==> src/rtl/spi_mbx_pkg.sv <==
package spi_mbx_pkg;
  localparam int unsigned BYTE_W = 8;
  typedef logic [BYTE_W-1:0] byte_t;
  // constant ones in status bits 2..5
  localparam byte_t STAT_FILL = 8'b0011_1100;
  localparam byte_t RD_IDLE   = 8'hFF;
endpackage

==> src/rtl/spi_mbx_sync.sv <==
module spi_mbx_sync #(
  parameter int unsigned W       = 1,
  parameter int unsigned STAGES  = 2,
  parameter logic [W-1:0] RST_VAL = '0
) (
  input  logic         clk_i,
  input  logic         rst_ni,
  input  logic [W-1:0] d_i,
  output logic [W-1:0] q_o
);
  logic [STAGES-1:0][W-1:0] stg_q;

  generate
    if (STAGES == 1) begin : g_one
      always_ff @(posedge clk_i or negedge rst_ni) begin
        if (!rst_ni) stg_q <= {STAGES{RST_VAL}};
        else         stg_q <= d_i;
      end
    end else begin : g_chain
      always_ff @(posedge clk_i or negedge rst_ni) begin
        if (!rst_ni) stg_q <= {STAGES{RST_VAL}};
        else         stg_q <= {stg_q[STAGES-2:0], d_i};
      end
    end
  endgenerate

  assign q_o = stg_q[STAGES-1];
endmodule

==> src/rtl/spi_mbx_shift.sv <==
module spi_mbx_shift #(
  parameter int unsigned DATA_W = 8,
  localparam int unsigned CNT_W = (DATA_W > 1) ? $clog2(DATA_W) : 1
) (
  input  logic              clk_i,
  input  logic              rst_ni,
  input  logic              sck_i,   // synchronized
  input  logic              mosi_i,  // synchronized
  input  logic              cs_ni,   // synchronized
  input  logic [DATA_W-1:0] tx_data_i,
  output logic [DATA_W-1:0] rx_data_o,
  output logic              miso_o,
  output logic              miso_oe_o
);
  logic              sck_q;
  logic              sck_rise, sck_fall;
  logic [CNT_W-1:0]  cnt_q;
  logic [DATA_W-1:0] tx_sh_q, rx_sh_q, rx_buf_q;
  logic [DATA_W-1:0] rx_next;

  assign sck_rise = sck_i & ~sck_q;
  assign sck_fall = ~sck_i & sck_q;
  assign rx_next  = {rx_sh_q[DATA_W-2:0], mosi_i};

  always_ff @(posedge clk_i or negedge rst_ni) begin
    if (!rst_ni) sck_q <= 1'b0;
    else         sck_q <= sck_i;
  end

  always_ff @(posedge clk_i or negedge rst_ni) begin
    if (!rst_ni) begin
      cnt_q    <= '0;
      tx_sh_q  <= '0;
      rx_sh_q  <= '0;
      rx_buf_q <= '0;
    end else if (cs_ni) begin
      // deselected: realign and preload next outgoing byte
      cnt_q   <= '0;
      tx_sh_q <= tx_data_i;
    end else begin
      if (sck_rise) begin
        rx_sh_q <= rx_next;
        if (cnt_q == CNT_W'(DATA_W-1)) begin
          cnt_q    <= '0;
          rx_buf_q <= rx_next;
        end else begin
          cnt_q <= cnt_q + 1'b1;
        end
      end
      if (sck_fall) tx_sh_q <= {tx_sh_q[DATA_W-2:0], 1'b0};
    end
  end

  assign miso_o    = cs_ni ? 1'b0 : tx_sh_q[DATA_W-1];
  assign miso_oe_o = ~cs_ni;
  assign rx_data_o = rx_buf_q;

  p_rx_hold_r5: assert property (@(posedge clk_i) disable iff (!rst_ni)
    cs_ni |=> $stable(rx_buf_q));

  p_cnt_wrap_r4: assert property (@(posedge clk_i) disable iff (!rst_ni)
    (!cs_ni && sck_rise && cnt_q == CNT_W'(DATA_W-1)) |=> (cnt_q == '0));
endmodule

==> src/rtl/spi_mbx.sv <==
module spi_mbx
  import spi_mbx_pkg::*;
#(
  parameter byte_t       DATA_PORT  = 8'hFB,
  parameter byte_t       STAT_PORT  = 8'hF7,
  parameter int unsigned SYNC_STAGES = 2
) (
  input  logic       clk_i,
  input  logic       rst_ni,
  input  logic [7:0] io_addr_i,
  input  logic       io_wr_i,
  input  logic       io_rd_i,
  input  logic [7:0] io_wdata_i,
  output logic [7:0] io_rdata_o,
  input  logic       hsync_i,
  input  logic       vsync_i,
  output logic       req_no,
  input  logic       ack_ni,
  input  logic       spi_sck_i,
  input  logic       spi_mosi_i,
  input  logic       spi_cs_ni,
  output logic       spi_miso_o,
  output logic       spi_miso_oe_o
);
  // sync bundle: [3]=ack_n [2]=cs_n [1]=mosi [0]=sck
  logic [3:0] raw_in, syn_in;
  logic       ack_s, cs_s, mosi_s, sck_s;
  logic       ack_q, ack_fall;
  logic       busy_q, wr_hit, wr_fire;
  byte_t      tx_buf_q, rx_buf, status;

  assign raw_in = {ack_ni, spi_cs_ni, spi_mosi_i, spi_sck_i};

  spi_mbx_sync #(.W(4), .STAGES(SYNC_STAGES), .RST_VAL(4'b1100)) u_sync (
    .clk_i (clk_i),
    .rst_ni(rst_ni),
    .d_i   (raw_in),
    .q_o   (syn_in)
  );

  assign {ack_s, cs_s, mosi_s, sck_s} = syn_in;

  always_ff @(posedge clk_i or negedge rst_ni) begin
    if (!rst_ni) ack_q <= 1'b1;
    else         ack_q <= ack_s;
  end
  assign ack_fall = ack_q & ~ack_s;

  assign wr_hit  = io_wr_i && (io_addr_i == DATA_PORT);
  assign wr_fire = wr_hit && !busy_q;

  always_ff @(posedge clk_i or negedge rst_ni) begin
    if (!rst_ni) begin
      busy_q   <= 1'b0;
      tx_buf_q <= '0;
    end else if (wr_fire) begin
      busy_q   <= 1'b1;
      tx_buf_q <= io_wdata_i;
    end else if (ack_fall) begin
      busy_q   <= 1'b0;
    end
  end

  assign req_no = ~busy_q;

  spi_mbx_shift #(.DATA_W(BYTE_W)) u_shift (
    .clk_i    (clk_i),
    .rst_ni   (rst_ni),
    .sck_i    (sck_s),
    .mosi_i   (mosi_s),
    .cs_ni    (cs_s),
    .tx_data_i(tx_buf_q),
    .rx_data_o(rx_buf),
    .miso_o   (spi_miso_o),
    .miso_oe_o(spi_miso_oe_o)
  );

  always_comb begin
    status    = STAT_FILL;
    status[0] = busy_q;
    status[1] = ~ack_s;
    status[6] = hsync_i;
    status[7] = vsync_i;
  end

  always_comb begin
    io_rdata_o = RD_IDLE;
    if (io_rd_i) begin
      if (io_addr_i == DATA_PORT)      io_rdata_o = rx_buf;
      else if (io_addr_i == STAT_PORT) io_rdata_o = status;
    end
  end

  p_req_set_r2: assert property (@(posedge clk_i) disable iff (!rst_ni)
    wr_fire |=> (busy_q && !req_no));

  p_busy_wr_ignored_r3: assert property (@(posedge clk_i) disable iff (!rst_ni)
    (busy_q && wr_hit) |=> $stable(tx_buf_q));

  p_ack_clear_r6: assert property (@(posedge clk_i) disable iff (!rst_ni)
    (busy_q && ack_fall) |=> !busy_q);
endmodule

==> config.mk <==
export PLATFORM = sky130hd
export DESIGN_NAME = spi_mbx
export DESIGN_NICKNAME = d
export VERILOG_FILES = /design/src/rtl/spi_mbx_pkg.sv /design/src/rtl/spi_mbx_sync.sv /design/src/rtl/spi_mbx_shift.sv /design/src/rtl/spi_mbx.sv
export SDC_FILE = /design/constraint.sdc
export NUM_CORES = 1
export LEC_CHECK = 0
export CORE_MARGIN = 2
export CORE_UTILIZATION = 57
export CTS_BUF_LIST = sky130_fd_sc_hd__clkbuf_2
export CTS_CLUSTER_DIAMETER = 50
export CTS_CLUSTER_SIZE = 25
export DETAILED_ROUTE_END_ITERATION = 7
export PLACE_DENSITY = 0.95
export SLEW_MARGIN = 25
export SYNTH_ARGS = -nofsm -noshare
export SYNTH_HDL_FRONTEND = slang
export SYNTH_HIERARCHICAL = 1
export SYNTH_SLANG_ARGS = --single-unit
==> constraint.sdc <==
create_clock -name clk_i -period 3.3 [get_ports clk_i]
set_clock_uncertainty 0.2 [all_clocks]
set_input_delay 0.99 -clock clk_i [delete_from_list [all_inputs] [get_ports clk_i]]
set_output_delay 0.99 -clock clk_i [all_outputs]
set_load 0.02 [all_outputs]
## Word level (Yosys, flattened, before mapping)

Cells that the tools add are included.

- Bitwise operators: 8
- $add $sub $neg: 1
- Equality and inequality tests: 3
- Muxes and demuxes: 11
- Reduce and logical (&&, ||, !) cells: 8

Operators with widths:

| cell | count |
|---|---|
| $mux 8 | 5 |
| $eq 8x8->1 const B | 2 |
| $mux 3 | 3 |
| $reduce_bool 2->1 | 3 |
| $not 1->1 | 5 |
| $add 3x1->3 const B | 1 |
| $and 1x1->1 | 3 |
| $eq 3x3->1 const B | 1 |
| $mux 1 | 3 |
| $reduce_and 3->1 | 1 |
| $logic_and 1x1->1 | 2 |
| $reduce_and 2->1 | 1 |
| $logic_not 1->1 | 1 |

- Bits of input ports: 26
- Word-level logic and storage cells: 41
- Flip-flop bits (word level): 45

## Depth between registers and ports, before layout

Gate-level depths: netlist (run 1).

- Depth in word-level cells: 4
- Gate-level depth with buffers: 5
- Depth with buffers taken out: 5

## Hierarchy

The synthesis (run 1) kept the hierarchy.

By module, submodules not included:

| module | times used | cells an instance | area each (sq um) |
|---|---|---|---|
| spi_mbx_shift | 1 | 86 | 1,142.3 |
| spi_mbx | 1 | 42 | 495.5 |
| spi_mbx_sync | 1 | 12 | 235.2 |

## Least setup slack after synthesis (run 1)

Ideal clock, no wire load.

- Kind: in2out
- From: input port io_addr_i[1]
- To: output port io_rdata_o[2]
- Stages on the path: 3
- Buffers on the path: 0
- Required time: 2,110 ps
- Arrival time: 1,781 ps
- Slack: 329 ps
- Cell sequence: and4_4 nand4_1 or3_1

- Word-level cells in the longest chain between the ends: 3

Ends and longest elaborated chain:

| item | RTL line | source |
|---|---|---|
| from (decl) | spi_mbx.sv:10 | `input logic [7:0] io_addr_i,` |
| $eq 8x8->1 | spi_mbx.sv:89 | `if (io_addr_i == DATA_PORT) io_rdata_o = rx_buf;` |
| $mux 8 | spi_mbx.sv:89 |  |
| $mux 8 | spi_mbx.sv:88 | `if (io_rd_i) begin` |
| to (decl) | spi_mbx.sv:14 | `output logic [7:0] io_rdata_o,` |

No other way between the ends.

## Final worst setup path (run 1)

- From: input port io_addr_i[7]
- To: output port io_rdata_o[2]

The elaborated chain is that of the path after synthesis.

==> flow_summary.html, run 1 <==
<table>
<tr><th>Metric</th><th>Value</th></tr>
<tr><th colspan="2">Status</th></tr>
<tr><td>Result of the run</td><td>complete, no violations</td></tr>
<tr><th colspan="2">Route</th></tr>
<tr><td>Via/cell ratio</td><td>5.25</td></tr>
<tr><td>Uppermost metal layer occupied by signal nets</td><td>met4</td></tr>
<tr><td>Final wirelength</td><td>3090 um</td></tr>
<tr><td>Remaining number of nets flagged by the antenna check after routing</td><td>0</td></tr>
<tr><td>Number of design rule violations left after detail routing</td><td>0</td></tr>
<tr><td>Via count</td><td>1156</td></tr>
<tr><td>DR pass1 iterations</td><td>4</td></tr>
<tr><td>Wire length on met3</td><td>166 um</td></tr>
<tr><td>Average wire length per cell after detail routing</td><td>14.1 um</td></tr>
<tr><td>Wire length on met1</td><td>1230 um</td></tr>
<tr><td>Met2 routed WL</td><td>1620 um</td></tr>
<tr><td>Drt initial violations</td><td>49</td></tr>
<tr><th colspan="2">Power and ir drop</th></tr>
<tr><td>Power per cell area</td><td>436 mW/mm^2</td></tr>
<tr><td>Logic pwr share</td><td>11.4%</td></tr>
<tr><td>Internal cell power</td><td>0.737 mW</td></tr>
<tr><td>Net switching power</td><td>0.235 mW</td></tr>
<tr><td>Sequential fraction of design power</td><td>66.1%</td></tr>
<tr><td>Static power due to leakage</td><td>1.05 nW</td></tr>
<tr><td>Maximum ir drop on the vdd rail</td><td>0.000270 V</td></tr>
<tr><td>Proportion of power drawn by the clock network</td><td>22.5%</td></tr>
<tr><td>Switching share of power</td><td>24.2%</td></tr>
<tr><th colspan="2">Floorplanning</th></tr>
<tr><td>Total I/O pin count</td><td>37</td></tr>
<tr><td>Die extent in y</td><td>61.3 um</td></tr>
<tr><td>Std-Cell Rows</td><td>20</td></tr>
<tr><td>Standard cell core area</td><td>0.00308 sq mm</td></tr>
<tr><td>Horizontal die dimension</td><td>61.3 um</td></tr>
<tr><td>Starting utilization of the core area</td><td>60.9%</td></tr>
<tr><td>Area of the die</td><td>0.00376 sq mm</td></tr>
<tr><th colspan="2">Worst hold path</th></tr>
<tr><td>Cell count of the worst hold path</td><td>0</td></tr>
<tr><td>Classification of the worst-slack hold path</td><td>flop to flop</td></tr>
<tr><th colspan="2">Setup path</th></tr>
<tr><td>Startpoint kind of the worst setup timing path</td><td>input port</td></tr>
<tr><td>Crit path capture type</td><td>primary output</td></tr>
<tr><td>FF-to-FF path depth</td><td>4</td></tr>
<tr><td>Required arrival time at the worst endpoint</td><td>2.11 ns</td></tr>
<tr><td>Worst-path maximum fanout</td><td>4</td></tr>
<tr><td>Critical path data arrival time</td><td>2.03 ns</td></tr>
<tr><td>Classification of the worst setup path</td><td>input port to primary output</td></tr>
<tr><th colspan="2">Cells and area</th></tr>
<tr><td>Most frequent standard cell in the layout excluding fill and tap cells</td><td>sky130_fd_sc_hd__dfrtp_1</td></tr>
<tr><td>Number of diodes added for antenna fixing</td><td>0</td></tr>
<tr><td>Most used cells in the layout excluding fill and tap cells</td><td>sky130_fd_sc_hd__dfrtp_1 (40), sky130_fd_sc_hd__mux2_2 (23), sky130_fd_sc_hd__clkdlybuf4s50_1 (18), sky130_fd_sc_hd__nand2_1 (14), sky130_fd_sc_hd__clkbuf_2 (10)</td></tr>
<tr><td>P&amp;R area growth vs syn</td><td>19.1%</td></tr>
<tr><td>FILL cells</td><td>226</td></tr>
<tr><td>Post-route insts no fill</td><td>220</td></tr>
<tr><td>Final Util</td><td>72.5%</td></tr>
<tr><td>Share of post-route cells with drive strength above 1</td><td>31.3%</td></tr>
<tr><td>Final std cell area, no fill</td><td>0.00223 sq mm</td></tr>
<tr><td>Final net count</td><td>203</td></tr>
<tr><th colspan="2">Place</th></tr>
<tr><td>Placed Instances</td><td>212</td></tr>
<tr><td>Detailed placer's ending HPWL</td><td>2350 um</td></tr>
<tr><td>Buffers on Ports</td><td>36</td></tr>
<tr><td>Gpl congestion</td><td>0.701</td></tr>
<tr><td>Placed inst area</td><td>0.00223 sq mm</td></tr>
<tr><td>Place WS</td><td>-0.659 ns</td></tr>
<tr><th colspan="2">GRT</th></tr>
<tr><td>Antenna violations before repair</td><td>0</td></tr>
<tr><td>Via count of the first global-routing pass</td><td>1166</td></tr>
<tr><td>Remaining Overflow, GRT</td><td>0</td></tr>
<tr><td>Global Route Usage Sum</td><td>19.7%</td></tr>
<tr><td>Pin count of the biggest net entering global routing</td><td>46</td></tr>
<tr><td>First-pass GRT wire length</td><td>5100 um</td></tr>
<tr><th colspan="2">Yosys</th></tr>
<tr><td>Number of nets produced by synthesis</td><td>168</td></tr>
<tr><td>Avg Synthesized Cell Area</td><td>13.4 sq um</td></tr>
<tr><td>Ys Warns</td><td>6</td></tr>
<tr><td>Count of cell types in the netlist</td><td>29</td></tr>
<tr><td>Post-Syn Instances</td><td>140</td></tr>
<tr><td>Sequential element share of the synthesized area</td><td>60.5%</td></tr>
<tr><td>Cell area after synthesis</td><td>0.00187 sq mm</td></tr>
<tr><td>Yosys reg bits</td><td>45</td></tr>
<tr><th colspan="2">Clock tree</th></tr>
<tr><td>Clock slew at reported path FFs</td><td>0.18 ns</td></tr>
<tr><td>Clock latency on the worst-skew pair</td><td>0.40 ns</td></tr>
<tr><td>Root Buffer Master</td><td>sky130_fd_sc_hd__clkbuf_2</td></tr>
<tr><td>Maximum clock path buffer count</td><td>2</td></tr>
<tr><td>Level count of the clock H-tree</td><td>2</td></tr>
<tr><td>CTS buffer count</td><td>5</td></tr>
<tr><td>CTS Hold Bufs</td><td>0</td></tr>
<tr><td>Clk sinks</td><td>45</td></tr>
<tr><td>Clock tree from TritonCTS</td><td>yes</td></tr>
<tr><th colspan="2">STA</th></tr>
<tr><td>Post-route worst setup slack</td><td>0.0756 ns</td></tr>
<tr><td>Minimum clock period after layout</td><td>3.22 ns</td></tr>
<tr><td>Setup-violating endpoint count in the final report</td><td>0</td></tr>
<tr><td>Actual slew at the worst max-slew pin</td><td>0.532 ns</td></tr>
<tr><td>Total count of hold-check failures in the final report</td><td>0</td></tr>
<tr><td>Max-slew headroom</td><td>64.6%</td></tr>
<tr><td>Portion of the clock cycle consumed by the worst path in the final layout</td><td>97.7%</td></tr>
<tr><td>RSZ-0062 raised after global routing</td><td>no</td></tr>
<tr><td>Sum Neg Setup Slack</td><td>0 ns</td></tr>
<tr><td>Slew Limit Fails</td><td>0</td></tr>
<tr><td>Maximum frequency from static timing analysis</td><td>310 MHz</td></tr>
<tr><th colspan="2">Run</th></tr>
<tr><td>Number of max-cap violations</td><td>0</td></tr>
</table>
[cell type report]
class                           instances  area [sq um]  area share [%]
Clock buffer                            8          40.0            1.79
Inverter                                3          11.3           0.505
Multi-Input combinational cell         83           672            30.1
Tap cell                               44          55.1            2.47
Timing Repair Buffer                   37           320            14.4
Sequential cell                        45          1130            50.8
[layer usage]
layer / up-vias / GRT usage [%]
met4: 0 / 11.2
met5: - / 0
met1: 560 / 22.6
met3: 8 / 4.41
li1: 552 / -
met2: 36 / 34.0
[what timing repair did]
item,4_1_cts,5_1_grt
pin swaps,6,2
setup endpoints to repair,8,4
gates cloned,0,0
setup buffers,0,0
gates resized for setup,48,5
[cells in the mapped netlist]
library cell / instances / share of area, %
sky130_fd_sc_hd__a21oi_1: 2 / 0.53
sky130_fd_sc_hd__and2b_1: 1 / 0.40
sky130_fd_sc_hd__and4_1: 2 / 0.94
sky130_fd_sc_hd__and4_4: 1 / 0.60
sky130_fd_sc_hd__buf_2: 1 / 0.27
sky130_fd_sc_hd__buf_4: 4 / 1.6
sky130_fd_sc_hd__buf_6: 2 / 1.2
sky130_fd_sc_hd__clkbuf_1: 2 / 0.40
sky130_fd_sc_hd__dfrtp_1: 40 / 53
sky130_fd_sc_hd__dfstp_2: 5 / 7.0
sky130_fd_sc_hd__ha_1: 2 / 1.3
sky130_fd_sc_hd__inv_1: 3 / 0.60
sky130_fd_sc_hd__mux2_2: 23 / 14
sky130_fd_sc_hd__mux2i_1: 9 / 4.8
sky130_fd_sc_hd__nand2_1: 14 / 2.8
sky130_fd_sc_hd__nand2b_1: 1 / 0.33
sky130_fd_sc_hd__nand2b_4: 1 / 0.73
sky130_fd_sc_hd__nand4_1: 1 / 0.33
sky130_fd_sc_hd__nor2_1: 3 / 0.60
sky130_fd_sc_hd__nor2_2: 1 / 0.33
sky130_fd_sc_hd__nor2b_1: 1 / 0.33
sky130_fd_sc_hd__nor3b_4: 1 / 1.0
sky130_fd_sc_hd__nor4bb_1: 1 / 0.53
sky130_fd_sc_hd__o21ai_0: 8 / 2.1
sky130_fd_sc_hd__o22ai_1: 4 / 1.3
sky130_fd_sc_hd__or2_2: 1 / 0.33
sky130_fd_sc_hd__or2b_1: 1 / 0.40
sky130_fd_sc_hd__or3_1: 4 / 1.3
sky130_fd_sc_hd__or3b_2: 1 / 0.47
[registers in the layout (all words and copies together) (netlist names)]
name	flops
u_shift/sck_q	1
u_sync/q_o	4
ack_q	1
u_shift/rx_data_o	8
u_shift/rx_sh_q	7
busy_q	1
u_shift/tx_sh_q	8
u_sync/stg_q	4
tx_buf_q	8
u_shift/cnt_q	3
[cell families after synthesis]
kind of cell	after synthesis	share of synthesized area, %
flops	45	60.5
simple gates	35	11.5
mux	32	18.6
compound gates	14	4.01
buf+inv	12	4.07
fa+ha+maj	2	1.34
[power by group through the flow]
stage,clock [mW],sequential (mW),combinational (mW)
after floorplan,0,0.636,0.0703
after global placement,0,0.647,0.106
after detailed placement,0,0.653,0.114
after CTS,0.229,0.643,0.113
after global routing,0.248,0.651,0.122
final,0.219,0.642,0.111
[critical path, cell delays in order]
cell and delay, ns:
sky130_fd_sc_hd__clkdlybuf4s15_1 0.16, sky130_fd_sc_hd__and4_4 0.21, sky130_fd_sc_hd__nand4_1 0.14, sky130_fd_sc_hd__or3_1 0.39
sky130_fd_sc_hd__buf_6 0.14
[path summary, 6_finish.rpt]
check                      slack (ns)             start                   end
max                              0.08      io_addr_i[7]         io_rdata_o[2]
min                              0.17   u_sync/stg_q[2]         u_sync/q_o[2]
max reg2reg                      1.44  u_shift/cnt_q[0]  u_shift/rx_data_o[7]
min reg2reg                      0.17   u_sync/stg_q[2]         u_sync/q_o[2]
max in group asynchronous        2.18            rst_ni                 ack_q
min in group asynchronous        0.34            rst_ni    u_shift/rx_sh_q[3]
[stage by stage]
stage                     total power [mW]  hold slack [ns]
after floorplan                      0.707            0.131
after global placement               0.754            0.133
after detailed placement             0.767            0.141
final                                0.972            0.169
after CTS                            0.985            0.170
after global routing                  1.02            0.174
Note: power is estimated with default switching activity, not from simulation.
==> run 2: changes to the inputs <==
- CORE_MARGIN: 2 -> 5
==> run 2 against run 1 <==
  * Register-to-register slack got worse by 0.03 ns
  * Combinational power hardly changed
  * Worst setup slack improved by 0.023 ns
  * Core utilization decreased by 0.79 points
  * Wire length up 5.9%
  * Sequential share of layout area rose by 0.14 points
  * Non-clock buffer count did not move
  * Design area decreased by 0.28%
  * Final cell count stayed put
  * Sequential power about the same
  * Flip-flop and latch count is the same
  * Maximum frequency increased by 0.73%
==> flow_summary.html, run 2 (synthesis results as in run 1) <==
<table>
<tr><th>Metric</th><th>Value</th></tr>
<tr><th colspan="2">STA</th></tr>
<tr><td>Portion of the clock cycle consumed by the worst path in the final layout</td><td>97.0% (-0.70 points)</td></tr>
<tr><td>Setup-violating endpoint count in the final report</td><td>0 (unchanged)</td></tr>
<tr><td>Total count of hold-check failures in the final report</td><td>0 (unchanged)</td></tr>
<tr><td>Max-slew headroom</td><td>65.7% (+1.1 points)</td></tr>
<tr><td>RSZ-0062 raised after global routing</td><td>no</td></tr>
<tr><td>Minimum clock period after layout</td><td>3.20 ns (-0.0232 ns)</td></tr>
<tr><td>Minimum hold slack</td><td>0.173 ns (+0.00395 ns)</td></tr>
<tr><td>Maximum frequency from static timing analysis</td><td>312 MHz (+0.73%)</td></tr>
<tr><td>Actual slew at the worst max-slew pin</td><td>0.515 ns (-0.0168 ns)</td></tr>
<tr><td>Slew Limit Fails</td><td>0 (unchanged)</td></tr>
<tr><th colspan="2">Floorplanning</th></tr>
<tr><td>Total I/O pin count</td><td>37 (unchanged)</td></tr>
<tr><td>Area of the die</td><td>0.00453 sq mm (+21%)</td></tr>
<tr><td>Std-Cell Rows</td><td>20 (unchanged)</td></tr>
<tr><td>Standard cell core area</td><td>0.00310 sq mm (+0.81%)</td></tr>
<tr><td>Horizontal die dimension</td><td>67.3 um (+9.8%)</td></tr>
<tr><td>Starting utilization of the core area</td><td>60.4% (-0.49 points)</td></tr>
<tr><td>Die extent in y</td><td>67.3 um (+9.8%)</td></tr>
<tr><th colspan="2">GRT</th></tr>
<tr><td>Remaining Overflow, GRT</td><td>0 (unchanged)</td></tr>
<tr><td>Via count of the first global-routing pass</td><td>1190 (+2.1%)</td></tr>
<tr><td>First-pass GRT wire length</td><td>5440 um (+6.8%)</td></tr>
<tr><td>Pin count of the biggest net entering global routing</td><td>46 (unchanged)</td></tr>
<tr><td>Global Route Usage Sum</td><td>16.3% (-3.4 points)</td></tr>
<tr><td>Antenna violations before repair</td><td>0 (unchanged)</td></tr>
<tr><th colspan="2">Status</th></tr>
<tr><td>Result of the run</td><td>complete, no violations</td></tr>
<tr><th colspan="2">Cells and area</th></tr>
<tr><td>Area taken by flip-flops and latches</td><td>0.00113 sq mm (unchanged)</td></tr>
<tr><td>Most used cells in the layout excluding fill and tap cells</td><td>sky130_fd_sc_hd__dfrtp_1 (40), sky130_fd_sc_hd__mux2_2 (23), sky130_fd_sc_hd__clkdlybuf4s50_1 (18), sky130_fd_sc_hd__nand2_1 (14), sky130_fd_sc_hd__clkbuf_2 (11)</td></tr>
<tr><td>P&amp;R area growth vs syn</td><td>18.8%</td></tr>
<tr><td>Post-route insts no fill</td><td>220 (unchanged)</td></tr>
<tr><td>Share of post-route cells with drive strength above 1</td><td>32.4% (+1.1 points)</td></tr>
<tr><td>FILL cells</td><td>247 (+9.3%)</td></tr>
<tr><td>Multi-input gate area in the final layout</td><td>672 sq um (unchanged)</td></tr>
<tr><td>Number of diodes added for antenna fixing</td><td>0 (unchanged)</td></tr>
<tr><td>Most frequent standard cell in the layout excluding fill and tap cells</td><td>sky130_fd_sc_hd__dfrtp_1</td></tr>
<tr><td>Final net count</td><td>203 (unchanged)</td></tr>
<tr><td>Final std cell area, no fill</td><td>0.00222 sq mm (-0.28%)</td></tr>
<tr><td>Final Util</td><td>71.7% (-0.79 points)</td></tr>
<tr><th colspan="2">Clock tree</th></tr>
<tr><td>Level count of the clock H-tree</td><td>2 (unchanged)</td></tr>
<tr><td>Clock slew at reported path FFs</td><td>0.19 ns (about the same)</td></tr>
<tr><td>CTS Hold Bufs</td><td>0 (unchanged)</td></tr>
<tr><td>Maximum clock path buffer count</td><td>2 (unchanged)</td></tr>
<tr><td>CTS buffer count</td><td>5 (unchanged)</td></tr>
<tr><td>Root Buffer Master</td><td>sky130_fd_sc_hd__clkbuf_2</td></tr>
<tr><td>Clock tree from TritonCTS</td><td>yes</td></tr>
<tr><td>Clock latency on the worst-skew pair</td><td>0.39 ns (about the same)</td></tr>
<tr><td>Clk sinks</td><td>45 (unchanged)</td></tr>
<tr><th colspan="2">Place</th></tr>
<tr><td>Placed inst area</td><td>0.00223 sq mm (unchanged)</td></tr>
<tr><td>Buffers on Ports</td><td>36 (unchanged)</td></tr>
<tr><td>Gpl congestion</td><td>0.706 (+0.74%)</td></tr>
<tr><td>Placed Instances</td><td>212 (unchanged)</td></tr>
<tr><td>Detailed placer's ending HPWL</td><td>2520 um (+7.3%)</td></tr>
<tr><th colspan="2">Route</th></tr>
<tr><td>Average wire length per cell after detail routing</td><td>14.9 um (+5.9%)</td></tr>
<tr><td>Final wirelength</td><td>3270 um (+5.9%)</td></tr>
<tr><td>Remaining number of nets flagged by the antenna check after routing</td><td>0 (unchanged)</td></tr>
<tr><td>Number of design rule violations left after detail routing</td><td>0 (unchanged)</td></tr>
<tr><td>Drt initial violations</td><td>17 (-65%)</td></tr>
<tr><td>Via count</td><td>1131 (-2.2%)</td></tr>
<tr><td>DR pass1 iterations</td><td>4 (unchanged)</td></tr>
<tr><td>Via/cell ratio</td><td>5.14 (-2.2%)</td></tr>
<tr><th colspan="2">Setup path</th></tr>
<tr><td>Required arrival time at the worst endpoint</td><td>2.11 ns (about the same)</td></tr>
<tr><td>Crit path capture type</td><td>primary output</td></tr>
<tr><td>Critical path data arrival time</td><td>2.01 ns (-0.02 ns)</td></tr>
<tr><td>Worst-path maximum fanout</td><td>4 (unchanged)</td></tr>
<tr><td>Startpoint kind of the worst setup timing path</td><td>input port</td></tr>
<tr><td>Classification of the worst setup path</td><td>input port to primary output</td></tr>
<tr><th colspan="2">Power and ir drop</th></tr>
<tr><td>Total chip power</td><td>0.971 mW (-0.11%)</td></tr>
<tr><td>Static power due to leakage</td><td>1.05 nW (+0.11%)</td></tr>
<tr><td>Power per cell area</td><td>436 mW/mm^2 (+0.17%)</td></tr>
<tr><td>Maximum ir drop on the vdd rail</td><td>0.000356 V (+32%)</td></tr>
<tr><th colspan="2">Run</th></tr>
<tr><td>Number of max-cap violations</td><td>0 (unchanged)</td></tr>
<tr><th colspan="2">Worst hold path</th></tr>
<tr><td>Classification of the worst-slack hold path</td><td>flop to flop</td></tr>
</table>
-- run 2: worst max-delay path: stages --
cell and delay, ns:
sky130_fd_sc_hd__buf_2 0.09, sky130_fd_sc_hd__and4_4 0.22, sky130_fd_sc_hd__nand4_1 0.15, sky130_fd_sc_hd__or3_1 0.42, sky130_fd_sc_hd__buf_6 0.14
-- run 2: what timing repair did --
item / CTS / global route
setup endpoints to repair: 8 / 4
buffers inserted: 0 / 0
hold endpoints to repair: 0 / 0
resized for setup: 52 / 5
pin swaps: 6 / 3
-- run 2: final timing paths --
kind / slack, ns / cells after the start / from / end
worst max-delay path: 0.1 / 5 / io_addr_i[0] / io_rdata_o[4]
worst min-delay path: 0.17 / 0 / u_sync/stg_q[2] / u_sync/q_o[2]
worst max register to register: 1.41 / 4 / u_shift/cnt_q[0] / u_shift/rx_data_o[2]
worst min register to register: 0.17 / 0 / u_sync/stg_q[2] / u_sync/q_o[2]
max in group asynchronous: 2.18 / 1 / rst_ni / u_sync/stg_q[2]
min in group asynchronous: 0.35 / 1 / rst_ni / u_shift/rx_sh_q[3]
-- run 2: layout make-up --
cell class | count | share of cell area [%]
Inverter | 3 | 0.506
Multi-Input combinational cell | 83 | 30.2
Sequential cell | 45 | 50.9
Clock buffer | 8 | 1.80
Tap cell | 44 | 2.47
Timing Repair Buffer | 37 | 14.1
-- run 2: metal layers --
layer | GRT usage (%) | vias to the layer above | share of wire, %
met5 | 0 | - | 0
met4 | 3.04 | 0 | 1.4
met3 | 5.49 | 7 | 6.1
met2 | 29.0 | 35 | 53
met1 | 19.3 | 538 | 39
li1 | - | 551 | -
-- run 2: report_power, final --
part	total (mW)	internal [mW]	leakage (nW)	switching, mW
Clock	0.218	0.0625	0.0332	0.155
Sequential	0.643	0.606	0.585	0.0367
Combinational	0.110	0.0674	0.429	0.0427
Total	0.971	0.736	1.05	0.235
-- run 2: through the flow --
step / setup TNS [ns] / setup WS, ns
global route: 0 / 0.0206
finish: 0 / 0.0988
CTS: 0 / 0.00126
floorplan: 0 / 0.329
global placement: -4.10 / -0.620
detailed placement: -4.63 / -0.714
